## src/rtl/anc_scrub_pkg.sv

```systemverilog
package anc_scrub_pkg;

   localparam int DID_W   = 8;
   localparam int GRP_N   = 8;
   localparam int CNT_W   = 8;

   // identifiers E0h..E7h share this upper field
   localparam logic [4:0] AUDIO_TOP = 5'b11100;

   typedef enum logic [2:0] {
      ST_IDLE,
      ST_DID,
      ST_SDID,
      ST_DC,
      ST_UDW,
      ST_CS
   } scan_st_t;

   typedef struct packed {
      logic             en;
      logic             sel;
      logic [GRP_N-1:0] grp;
      logic [DID_W-1:0] tdid;
   } scrub_ctl_t;

endpackage

```

## src/rtl/anc_scrub_decide.sv

```systemverilog
module anc_scrub_decide
   import anc_scrub_pkg::*;
(
   input  logic [DID_W-1:0] did,
   input  scrub_ctl_t       ctl,
   output logic             kill
);

   logic       is_audio;
   logic [2:0] grp_idx;
   logic       picked;

   // data: did[2]=1, control: did[2]=0; lower two bits count groups downward
   assign is_audio = (did[7:3] == AUDIO_TOP);
   assign grp_idx  = {did[2], ~did[1:0]};
   assign picked   = is_audio ? ctl.grp[grp_idx] : (did == ctl.tdid);
   assign kill     = ctl.en & (~ctl.sel | picked);

endmodule

```

## src/rtl/anc_scrub_parse.sv

```systemverilog
module anc_scrub_parse
   import anc_scrub_pkg::*;
#(
   parameter int          W     = 10,
   parameter logic [W-1:0] BLANK = W'(10'h040)
)(
   input  logic         clk,
   input  logic         rst_n,
   input  logic [W-1:0] din,
   input  scrub_ctl_t   ctl_in,
   output scan_st_t     st,
   output scrub_ctl_t   ctl_q,
   output logic         cur_flag,
   output logic [2:0]   back_mask,
   output logic         back_val,
   output logic         pre_hit,
   output logic         trs_hit
);

   localparam logic [W-1:0] ALL0 = '0;
   localparam logic [W-1:0] ALL1 = '1;

   logic [W-1:0]     h1_q, h2_q;
   logic [CNT_W-1:0] cnt_q, cnt_nxt;
   logic             pkt_kill_q;
   logic             kill;
   scan_st_t         st_nxt;

   assign pre_hit = (h2_q == ALL0) && (h1_q == ALL1) && (din == ALL1);
   assign trs_hit = (h2_q == ALL1) && (h1_q == ALL0) && (din == ALL0);

   anc_scrub_decide u_dec (
      .did  (din[DID_W-1:0]),
      .ctl  (ctl_q),
      .kill (kill)
   );

   always_comb begin
      st_nxt    = st;
      cnt_nxt   = cnt_q;
      cur_flag  = 1'b0;
      back_mask = 3'b000;
      back_val  = 1'b0;
      unique case (st)
         ST_IDLE: ;
         ST_DID: begin
            cur_flag  = kill;
            back_mask = 3'b111;
            back_val  = kill;
            st_nxt    = ST_SDID;
         end
         ST_SDID: begin
            cur_flag = pkt_kill_q;
            st_nxt   = ST_DC;
         end
         ST_DC: begin
            cur_flag = pkt_kill_q;
            cnt_nxt  = din[CNT_W-1:0];
            st_nxt   = (din[CNT_W-1:0] == '0) ? ST_CS : ST_UDW;
         end
         ST_UDW: begin
            cur_flag = pkt_kill_q;
            cnt_nxt  = CNT_W'(cnt_q - 1'b1);
            if (cnt_q == CNT_W'(1)) st_nxt = ST_CS;
         end
         ST_CS: begin
            cur_flag = pkt_kill_q;
            st_nxt   = ST_IDLE;
         end
         default: st_nxt = ST_IDLE;
      endcase
      if (trs_hit) begin
         st_nxt    = ST_IDLE;
         cur_flag  = 1'b0;
         back_mask = 3'b011;
         back_val  = 1'b0;
      end else if (pre_hit) begin
         st_nxt = ST_DID;
      end
   end

   always_ff @(posedge clk) begin
      if (!rst_n) begin
         st         <= ST_IDLE;
         cnt_q      <= '0;
         pkt_kill_q <= 1'b0;
         ctl_q      <= '0;
         h1_q       <= BLANK;
         h2_q       <= BLANK;
      end else begin
         st    <= st_nxt;
         cnt_q <= cnt_nxt;
         h1_q  <= din;
         h2_q  <= h1_q;
         if (st == ST_DID) pkt_kill_q <= kill;
         if (st == ST_IDLE || pre_hit) ctl_q <= ctl_in;
      end
   end

endmodule

```

## src/rtl/anc_scrub_delay.sv

```systemverilog
module anc_scrub_delay #(
   parameter int           W     = 10,
   parameter int           DEPTH = 5,
   parameter logic [W-1:0] BLANK = W'(10'h040)
)(
   input  logic         clk,
   input  logic         rst_n,
   input  logic [W-1:0] din,
   input  logic         cur_flag,
   input  logic [2:0]   back_mask,
   input  logic         back_val,
   output logic [W-1:0] last_word,
   output logic         last_flag
);

   logic [W-1:0]     word_q [DEPTH];
   logic [DEPTH-1:0] flag_q;
   logic [DEPTH-1:0] flag_nxt;

   // stages 1..3 may be rewritten once a packet's decision is known
   for (genvar k = 0; k < DEPTH; k++) begin : g_flag
      if (k == 0) begin : g_head
         assign flag_nxt[k] = cur_flag;
      end else if (k <= 3) begin : g_fix
         assign flag_nxt[k] = back_mask[k-1] ? back_val : flag_q[k-1];
      end else begin : g_tail
         assign flag_nxt[k] = flag_q[k-1];
      end
   end

   always_ff @(posedge clk) begin
      if (!rst_n) begin
         flag_q <= '0;
         for (int i = 0; i < DEPTH; i++) word_q[i] <= BLANK;
      end else begin
         flag_q    <= flag_nxt;
         word_q[0] <= din;
         for (int i = 1; i < DEPTH; i++) word_q[i] <= word_q[i-1];
      end
   end

   assign last_word = word_q[DEPTH-1];
   assign last_flag = flag_q[DEPTH-1];

endmodule

```

## src/rtl/anc_scrub.sv

```systemverilog
module anc_scrub
   import anc_scrub_pkg::*;
#(
   parameter int           W       = 10,
   parameter int           LATENCY = 6,
   parameter logic [W-1:0] BLANK   = W'(10'h040)
)(
   input  logic         clk,
   input  logic         rst_n,
   input  logic [W-1:0] din,
   input  logic         scrub_en,
   input  logic         pick_mode,
   input  logic [7:0]   grp_kill,
   input  logic [7:0]   target_did,
   output logic [W-1:0] dout
);

   localparam int DEPTH = LATENCY - 1;

   if (W < 10) begin : g_bad_width
      $error("anc_scrub: W must be at least 10");
   end
   if (LATENCY < 6) begin : g_bad_latency
      $error("anc_scrub: LATENCY must be at least 6");
   end

   scrub_ctl_t   ctl_in;
   scrub_ctl_t   ctl_q;
   scan_st_t     st;
   logic         cur_flag;
   logic [2:0]   back_mask;
   logic         back_val;
   logic         pre_hit;
   logic         trs_hit;
   logic [W-1:0] last_word;
   logic         last_flag;

   assign ctl_in = '{en: scrub_en, sel: pick_mode, grp: grp_kill, tdid: target_did};

   anc_scrub_parse #(.W(W), .BLANK(BLANK)) u_parse (
      .clk       (clk),
      .rst_n     (rst_n),
      .din       (din),
      .ctl_in    (ctl_in),
      .st        (st),
      .ctl_q     (ctl_q),
      .cur_flag  (cur_flag),
      .back_mask (back_mask),
      .back_val  (back_val),
      .pre_hit   (pre_hit),
      .trs_hit   (trs_hit)
   );

   anc_scrub_delay #(.W(W), .DEPTH(DEPTH), .BLANK(BLANK)) u_delay (
      .clk       (clk),
      .rst_n     (rst_n),
      .din       (din),
      .cur_flag  (cur_flag),
      .back_mask (back_mask),
      .back_val  (back_val),
      .last_word (last_word),
      .last_flag (last_flag)
   );

   always_ff @(posedge clk) begin
      if (!rst_n) dout <= BLANK;
      else        dout <= last_flag ? BLANK : last_word;
   end

endmodule

```

## config.mk

```make
export PLATFORM = sky130hd
export DESIGN_NAME = anc_scrub
export DESIGN_NICKNAME = d
export VERILOG_FILES = /design/src/rtl/anc_scrub_pkg.sv /design/src/rtl/anc_scrub_decide.sv /design/src/rtl/anc_scrub_parse.sv /design/src/rtl/anc_scrub_delay.sv /design/src/rtl/anc_scrub.sv
export SDC_FILE = /design/constraint.sdc
export NUM_CORES = 1
export LEC_CHECK = 0
export ABC_AREA = 1
export BUFFER_PORTS_ARGS = -buffer_cell sky130_fd_sc_hd__buf_2
export CORE_AREA = 10 10 110 87
export DETAILED_ROUTE_END_ITERATION = 8
export DIE_AREA = 0 0 120 97
export PLACE_DENSITY = 0.68
export SLEW_MARGIN = 20
export SYNTH_ARGS = -nofsm -noshare
export SYNTH_HDL_FRONTEND = slang
export SYNTH_SLANG_ARGS = --single-unit
```

## constraint.sdc

```tcl
create_clock -name clk -period 1.8 [get_ports clk]
set_clock_uncertainty 0.1 [all_clocks]
set_input_delay 0.54 -clock clk [delete_from_list [all_inputs] [get_ports clk]]
set_output_delay 0.54 -clock clk [all_outputs]
set_load 0.01 [all_outputs]
```

After elaboration in Yosys (flattened, before gate mapping)
Memory sizes are Yosys's and may differ from the RTL's. A register that Yosys moved wholly into a read port is not among the register bits.
Cells that the tools add are included.
- logic and storage cells: 80
- bits in writable memories: 50
- input port bits: 30
- memories kept: 1
- output and inout bits: 10
- flip-flop bits (word level): 55
- memory list (name ; words ; bits a word ; read ports ; clocked after Yosys merged registers in ; write ports ; RTL line ; text):
    u_delay.word_q ; 5 ; 10 ; 5 ; 1 ; 5 ; anc_scrub_delay.sv:16 ; logic [W-1:0] word_q [DEPTH];
- $lt $le $gt $ge: 1
- add/subtract/negate cells: 1
- equality and inequality tests: 14
- multiplexer cells: 23
- reduce and logical (&&, ||, !) cells: 17
- bitwise logic cells: 11
- operators by type and width (kind ; number):
    2-to-1 mux 10 bit ; 5
    equality test 10 bit, second input constant ; 3
    logical NOT 10 bit ; 3
    one-hot mux 8 bit (2 select lines) ; 1
    one-hot mux 3 bit (5 select lines) ; 1
    2-to-1 mux 1 bit ; 11
    2-to-1 mux 3 bit ; 3
    equality test 8 x 1 -> 1 bit, second input constant ; 1
    equality test 8 bit ; 1
    logical NOT 8 bit ; 1
    subtractor 8 x 1 -> 8 bit, second input constant ; 1
    equality test 3 x 2 -> 1 bit, second input constant ; 2
    equality test 3 bit, second input constant ; 2
    OR 1 bit ; 6
    equality test 5 bit, second input constant ; 1
    logical AND 1 bit ; 4
    < comparator 3 x 4 -> 1 bit, second input constant ; 1
    != test 2 x 1 -> 1 bit, second input constant ; 2
    AND reduction 2 bit ; 2
    OR reduction 2 bit ; 2
    OR reduction 4 bit ; 1
    binary-select mux 1 bit (select 3 bit) ; 1
    equality test 3 x 1 -> 1 bit, second input constant ; 1
    logical NOT 3 bit ; 1
    8 further kinds ; 10

Longest topological paths before layout
Gate-level depths: netlist of the first run.
- depth after elaboration: 9
- mapped depth: 10
- gate-level depth less buffers: 10

Hierarchy
A second synthesis of the first run with hierarchy kept.
- cells, all modules: 637
- area, all modules: 4584.4 µm²
- modules (own cells, without submodules) (module ; cells each ; sequential area each (µm²) ; times used ; area each (µm²)):
    anc_scrub_parse ; 354 ; 1001.0 ; 1 ; 2346.0
    anc_scrub_delay ; 188 ; 1101.1 ; 1 ; 1682.9
    anc_scrub ; 31 ; 200.2 ; 1 ; 290.3
    anc_scrub_decide ; 64 ; 0.0 ; 1 ; 265.3

Least setup slack after synthesis of the first run
Ideal clock, no wire load.
- path kind: input-to-reg
- from: input din[8]
- to: register, netlist name u_parse.ctl_q[10]
- library setup time: 0.132 ns
- path slack: 0.156 ns
- buffers on the path: 1
- arrival: 1.412 ns
- data required time: 1.568 ns
- stages on the path: 7
- cell sequence: nand4_1 -> or2_2 -> nor2_1 -> nand2_2 -> clkbuf_1 -> nand3_1 -> a21oi_1
- cells in the longest elaborated chain, start to end: 3
- RTL lines (element ; RTL line ; text):
    start, declared ; anc_scrub.sv:10 ; input logic [W-1:0] din,
    equality test 10 bit ; anc_scrub_parse.sv:29 ; assign pre_hit = (h2_q == ALL0) && (h1_q == ALL1) && (din == ALL1);
    logical AND 1 bit ; anc_scrub_parse.sv:29 ;
    logical OR 1 bit ; anc_scrub_parse.sv:96 ; if (st == ST_IDLE || pre_hit) ctl_q <= ctl_in;
Every way passes these cells.
A chain may end at the register's enable or synchronous reset.

==> summary.txt, run 1 <==
Global routing
  – Initial antenna violation count: 0
  – GRT Total Usage: 13.6%
  – Largest net degree at the start of global routing: 50
  – Global route overflow: 0
  – Vias in the first global route: between 2000 and 3000
  – First-pass GRT wire length: approximately 13 mm

Critical path
  – CP Max Fanout: 9
  – Crit path DAT: 1.83 ns
  – CP endpoint kind: flip-flop
  – Worst Setup Path Type: flip-flop to flip-flop
  – Critical Path RT: 1.97 ns
  – CP startpoint kind: flip-flop

STA
  – Final Max Slew Viols: 0
  – Final setup fails: 0
  – RSZ-0062 raised after global routing: no
  – Maximum clock frequency: 602 MHz
  – Max transition margin: 66.4%
  – Min cycle time layout: 1.66 ns
  – Worst-margin pin slew: 0.499 ns
  – Crit share post-route: 92.4%
  – Fin. Hold Viols: 0

Synthesis
  – Synth Cell Area: roughly 3600 um^2
  – Top post-synthesis cells by area: dfxtp_1, nand2_1, inv_1, nand3_1, a21oi_1
  – Primary FF master, synth: dfxtp_1
  – Post-synth EDFFs: 0
  – List of most frequent post-synthesis cells: nand2_1, inv_1, dfxtp_1
  – Post-synth top area cell: dfxtp_1
  – Synthesized flop and latch total: 95
  – Synth warn: 0
  – Mapped Cells: around 480
  – Asr flop ratio synth: 0%
  – Avg Inst Size Synth: between 7 and 8 um^2
  – Distinct cells, synth: 28
  – Count leader, synth: nand2_1
  – Register area share after synthesis: 52.7%
  – Yosys top cell area share: 52.7%
  – Syn_nets: 516

Layout
  – Filler cell count: 698
  – Final Util: 58.7%
  – P&R area growth vs syn: 19.3%
  – Finished layout cell area: 4300 um^2
  – Layout cells sized above 1: 17.7%
  – # diodes: 0
  – Final net count: 581

Place
  – GP Congestion: around 0.9
  – DP HPWL: 5.66 mm
  – Port bufs: 39
  – Dpl cell area: 4080 um^2

Route
  – Post-DRT Antenna Nets: 0
  – Drt wl/cell: 11.5 um
  – Vias: 3010
  – Via density: about 4.6
  – Drt total wl: 7.57 mm
  – Residual DRC count: 0
  – Initial DRC count: 186
  – DR pass1 iterations: 4

CTS
  – Post-CTS setup buffer count: 0
  – H-tree depth: 3
  – Clock transition at path regs: 0.10 ns
  – TritonCTS clock tree: built
  – Cts bufs inserted: 9
  – CTS Buffer Depth: 2
  – Post-cts sizing count: 0
  – CTS root buffer: clkbuf_8
  – CTS Hold Bufs: 0
  – Clock latency at the later pin of the worst-skew pair: 0.37 ns
  – Clock Sinks: 95

Worst hold path
  – Hold WC Path Type: primary input to flip-flop

Floorplanning
  – Die Area: about 12000 um^2
  – Die Wd: around 120 um
  – Io pins: 40
  – CORE AREA: 7330 um^2
  – Starting Density: between 40 and 50%
  – Cell Rows: 27
  – Die height: 97 um

Pwr
  – Power Density: about 890 nW/um^2
  – P_leak: 2.25 nW
  – Worst VDD drop: 0.575 mV

Run status
  – Status: complete, no violations

Run
  – Max-cap violations: 0
-- placed cells by master (no fill, tap or decap), types with 7 or more instances in the layout --
cell type  count
buf_4         29
or2_2          7
dfxtp_1       95
nand3_1       37
a21oi_1       31
nand4_1        9
clkbuf_8       9
nor2_1        33
inv_1         97
nand2_1      125
buf_2         39
-- sequential cells by signal, indices dropped and copies added, names as in the netlist --
register            cells
u_delay.word_q         50
u_parse.ctl_q          18
dout                   10
u_parse.cnt_q           8
u_delay.flag_q          5
u_parse.st              3
u_parse.pkt_kill_q      1
-- report_power, final --
group          switching (mW)  total, mW  internal (mW)
Clock                   0.847       1.41          0.558
Sequential             0.0343       2.19           2.16
Combinational           0.132      0.241          0.109
Total                    1.01       3.84           2.82
-- critical path, stage by stage (launching register included) --
cell and delay (ns):
dfxtp_1 0.38, nand4_1 0.09, or2_2 0.31, nor2_1 0.13, nand2_2 0.17, buf_4 0.22
nand3_1 0.07, a21oi_1 0.08
-- path summary, 6_finish.rpt --
path,depth (start not counted),endpoint,from,slack (ns)
min,3,u_delay.word_q[0][9],din[9],0.27
min reg2reg,2,dout[3],u_delay.word_q[4][3],0.31
max,7,u_parse.ctl_q[17],u_delay.word_q[0][5],0.14
max reg2reg,7,u_parse.ctl_q[17],u_delay.word_q[0][5],0.14
-- per-stage QoR --
step           instances  power (mW)  worst slack, ns  setup TNS [ns]  hold slack, ns
4_1_cts              655        3.88            0.113               0           0.263
6_report             655        3.84            0.137               0           0.272
5_1_grt              655        4.02          0.00318               0           0.278
2_1_floorplan        484        2.36            0.156               0           0.290
3_3_place_gp         639        2.47          -0.0669          -0.917           0.294
3_5_place_dp         639        2.48           -0.148           -2.00           0.295
-- layer usage --
layer / track usage, % / up-vias / part of all wire [%]
met1: 18.3 / 1322 / 50
met2: 19.1 / 80 / 42
met3: 5.10 / 7 / 8.0
met4: 4.96 / 0 / 0.67
li1: - / 1601 / -
met5: 0 / - / 0
-- cell families after synthesis --
family                     synth area share [%]
AOI/OAI and AO/OA                          6.07
xor gates and xnor gates                   1.21
DFF                                        52.7
adders and majority gates                 0.694
and+or+nand+nor                            27.1
buffers and inverters                      12.1
-- layout make-up --
class / count / area [um^2] / share of cell area [%]
inverter: 100 / 375 / 8.73
timing repair buffer: 68 / 413 / 9.60
sequential: 95 / 1900 / 44.2
multi-input combinational: 275 / 1270 / 29.6
clock inverter: 7 / 86.3 / 2.01
clock buffer: 9 / 124 / 2.88
tap: 101 / 126 / 2.94
Power figures use the tool's default switching activity.
==> run 2, diff against run 1 <==
--- a/config.mk
+++ b/config.mk
@@ -5,12 +5,12 @@
 export SDC_FILE = /design/constraint.sdc
 export NUM_CORES = 1
 export LEC_CHECK = 0
-export ABC_AREA = 1
 export BUFFER_PORTS_ARGS = -buffer_cell sky130_fd_sc_hd__buf_2
-export CORE_AREA = 10 10 110 87
+export CORE_AREA = 10 10 107 85
 export DETAILED_ROUTE_END_ITERATION = 8
-export DIE_AREA = 0 0 120 97
+export DIE_AREA = 0 0 117 95
 export PLACE_DENSITY = 0.68
+export SETUP_SLACK_MARGIN = 0.02
 export SLEW_MARGIN = 20
 export SYNTH_ARGS = -nofsm -noshare
 export SYNTH_HDL_FRONTEND = slang
==> run 2 against run 1 <==
The run now ends with setup timing left. Utilization down 1.6 points. Flip-flop and latch count is the same. Hold slack improved by 0.033 ns. Fmax down 13%. Sequential power hardly changed. Wire length is 16% lower. Register-to-register slack lost 0.26 ns. Cell area shrank 5.9%. Clock-buffer cell count unchanged. Die area down 4.5%. Largest cell class unchanged. Highest routed layer unchanged.
==> summary.txt, run 2 <==
Critical path
  – Cell Chain, Critical Path: or4_4 -> nor4_4 -> a22oi_2 -> buf_12 -> mux2i_2 -> nor2_1
  – R2R Setup Slk: -0.12 ns
  – CP endpoint kind: flip-flop
  – RR Endpoint: u_parse.ctl_q[15]
  – End point of the critical path: u_parse.ctl_q[15]
  – CP Max Fanout: 18
  – Crit path max-delay family: simple AND/OR/NAND/NOR gates
  – Critical Path RT: just under 2 ns
  – Crit path buffers/inverters: 1
  – Worst reg2reg path depth: 6
  – Worst setup startpoint: u_delay.word_q[1][0]
  – Stages on worst setup path: 6
  – Critical-path top delay cell: or4_4
  – Worst Setup Path Type: flip-flop to flip-flop
  – Crit path DAT: 2.06 ns
  – Crit-path max cell delay: approximately 0.55 ns
  – CP startpoint kind: flip-flop
  – R2R Path Start: u_delay.word_q[1][0]

STA
  – Max transition margin: 72.1%
  – Setup tns final: -1.67 ns
  – PnR worst setup slack: -0.118 ns
  – Fin. Hold Viols: 0
  – Final setup fails: 20
  – Crit share post-route: 107%
  – Final Max Slew Viols: 0
  – Maximum clock frequency: 521 MHz
  – Min cycle time layout: 1.92 ns
  – RSZ-0062 raised after global routing: yes
  – Worst-margin pin slew: 0.415 ns
  – Hold WS: between 0.3 and 0.4 ns

Worst hold path
  – Hold WC Path Type: primary input to flip-flop

Route
  – Vias: ~2300
  – Post-DRT Antenna Nets: 0
  – Drt wl/cell: around 13 um
  – DR pass1 iterations: 4
  – Initial DRC count: 129
  – Drt total wl: 6.37 mm
  – Via density: 4.93
  – Residual DRC count: 0

Layout
  – Final Util: 57.1%
  – Commonest non-fill, non-tap cell in the layout: dfxtp_1
  – Final net count: 413
  – # diodes: 0
  – Max reg flops: 50
  – Biggest regs: u_delay.word_q: 50 flops, u_parse.ctl_q: 18 flops, dout: 10 flops
  – Fin cells: ~470
  – Finished layout cell area: between 4000 and 5000 um^2
  – P&R area growth vs syn: 19.4%
  – Layout cells sized above 1: 25.9%
  – Top reg by flops: u_delay.word_q
  – Filler cell count: 627
  – Commonest cells after routing, fill and taps aside: dfxtp_1, and2_1, buf_2, nor2_1, buf_4

Global routing
  – GR Util met3: 5.45%
  – Initial antenna violation count: 0
  – GRT Total Usage: between 10% and 20%
  – Vias in the first global route: around 2300
  – Most Crowded Layer GR: met2
  – Largest net degree at the start of global routing: 28
  – First-pass GRT wire length: 10.8 mm
  – M1 GR Usage: 15.5%
  – GR Util met2: 18.8%
  – Global route overflow: 0

CTS
  – H-tree depth: 3
  – Clock latency at the later pin of the worst-skew pair: between 0.3 and 0.4 ns
  – Clock transition at path regs: about 0.10 ns
  – CTS Buffer Depth: 2
  – CTS root buffer: clkbuf_8
  – Cts bufs inserted: 9
  – TritonCTS clock tree: built
  – Clock Sinks: 95

Pwr
  – Worst VDD drop: 0.502 mV
  – P_leak: 1.65 nW
  – Power Density: 924 nW/um^2
  – Power Total: 3.74 mW

Place
  – DP HPWL: 4.77 mm
  – Placed cell count: 455
  – Port bufs: 39
  – Post-Place Worst Slack: -0.230 ns
  – GP Congestion: roughly 0.86
  – Dpl cell area: 3800 um^2

Synthesis
  – Yosys top cell area share: 56.1%
  – Primary FF master, synth: dfxtp_1
  – Mapped Cells: 320
  – Post-synth top area cell: dfxtp_1
  – Post-synth EDFFs: 0
  – Asr flop ratio synth: 0%
  – Count leader, synth: dfxtp_1
  – Synthesized flop and latch total: 95
  – Distinct cells, synth: 48
  – List of most frequent post-synthesis cells: dfxtp_1, and2_1, nor2_1
  – Avg Inst Size Synth: roughly 11 um^2
  – Syn_nets: roughly 350
  – Synth warn: 0
  – Synth Cell Area: roughly 3400 um^2
  – Top post-synthesis cells by area: dfxtp_1, and2_1, mux2i_1, nor2_1, xor2_1
  – Register area share after synthesis: 56.1%

Floorplanning
  – Die height: 95 um
  – Die Area: approximately 11000 um^2
  – Die Wd: 117 um
  – Starting Density: 47.8%
  – Io pins: 40
  – CORE AREA: 7090 um^2
  – Cell Rows: 27

Run
  – Max-cap violations: 0

Run status
  – Status: finished with violations
  – Failing checks: setup timing
## run 2: cell count changes in the layout (fill, tap and decap cells not counted), sizes merged, moves of 19 or more
cell,before,now
nand3,37,8
and2,0,55
inv,103,7
mux2i,0,19
a21oi,31,9
nand2,127,14
## run 2: where the power goes
part,internal [mW],switching (mW)
Sequential,2.16,0.0316
Clock,0.548,0.804
Combinational,0.102,0.0972
Total,2.81,0.933
## run 2: layout make-up
type	count	area (um^2)	area share [%]
flip-flops and latches	95	1900	47.0
multi-input cells	206	1420	35.0
repair buffers	64	395	9.77
clock buffers	9	124	3.06
well taps	87	109	2.69
clock inverters	7	80.1	1.98
inverters	5	18.8	0.464
## run 2: what timing repair did
action                     4_1_cts  5_1_grt
pin swaps                        0        1
setup endpoints to repair       18       21
resized for setup                1        7
hold buffers                     0        0
setup buffers                    1        1
## run 2: worst min path at each step
| stage | start | endpoint | cells past startpoint | slack [ns] |
|---|---|---|---|---|
| after global routing | target_did[5] | u_parse.ctl_q[5] | 3 | 0.29 |
| after floorplan | u_delay.word_q[4][6] | dout[6] | 1 | 0.28 |
| after CTS | target_did[0] | u_parse.ctl_q[0] | 3 | 0.28 |
| after global placement | u_delay.word_q[3][6] | u_delay.word_q[4][6] | 1 | 0.29 |
| after detailed placement | u_delay.word_q[4][6] | dout[6] | 1 | 0.29 |
| final | pick_mode | u_parse.ctl_q[16] | 3 | 0.31 |
## run 2: cells by family (layout without fill, tap and decap cells)
kind of cell               count (synthesis)  after routing  share of synthesized area, %
AOI/OAI and AO/OA                         26             26                          5.17
xor gates and xnor gates                  10             10                          2.58
adders and majority gates                  2              2                         0.738
buffers and inverters                     19             85                          2.88
DFF                                       95             95                          56.1
muxes                                     21             21                          6.94
and+or+nand+nor                          147            147                          25.6
## run 2: worst register-to-register path, stage by stage (launching register included)
cell and delay, ns:
dfxtp_2 0.34, or4_4 0.55, nor4_4 0.27, a22oi_2 0.12, buf_12 0.19, mux2i_2 0.19, nor2_1 0.05
## run 2: per-layer routing
layer / share of wire (%) / routed length (um)
met1: 48 / 3050
met2: 43 / 2740
met3: 7.7 / 491
met4: 1.4 / 92
met5: 0 / 0
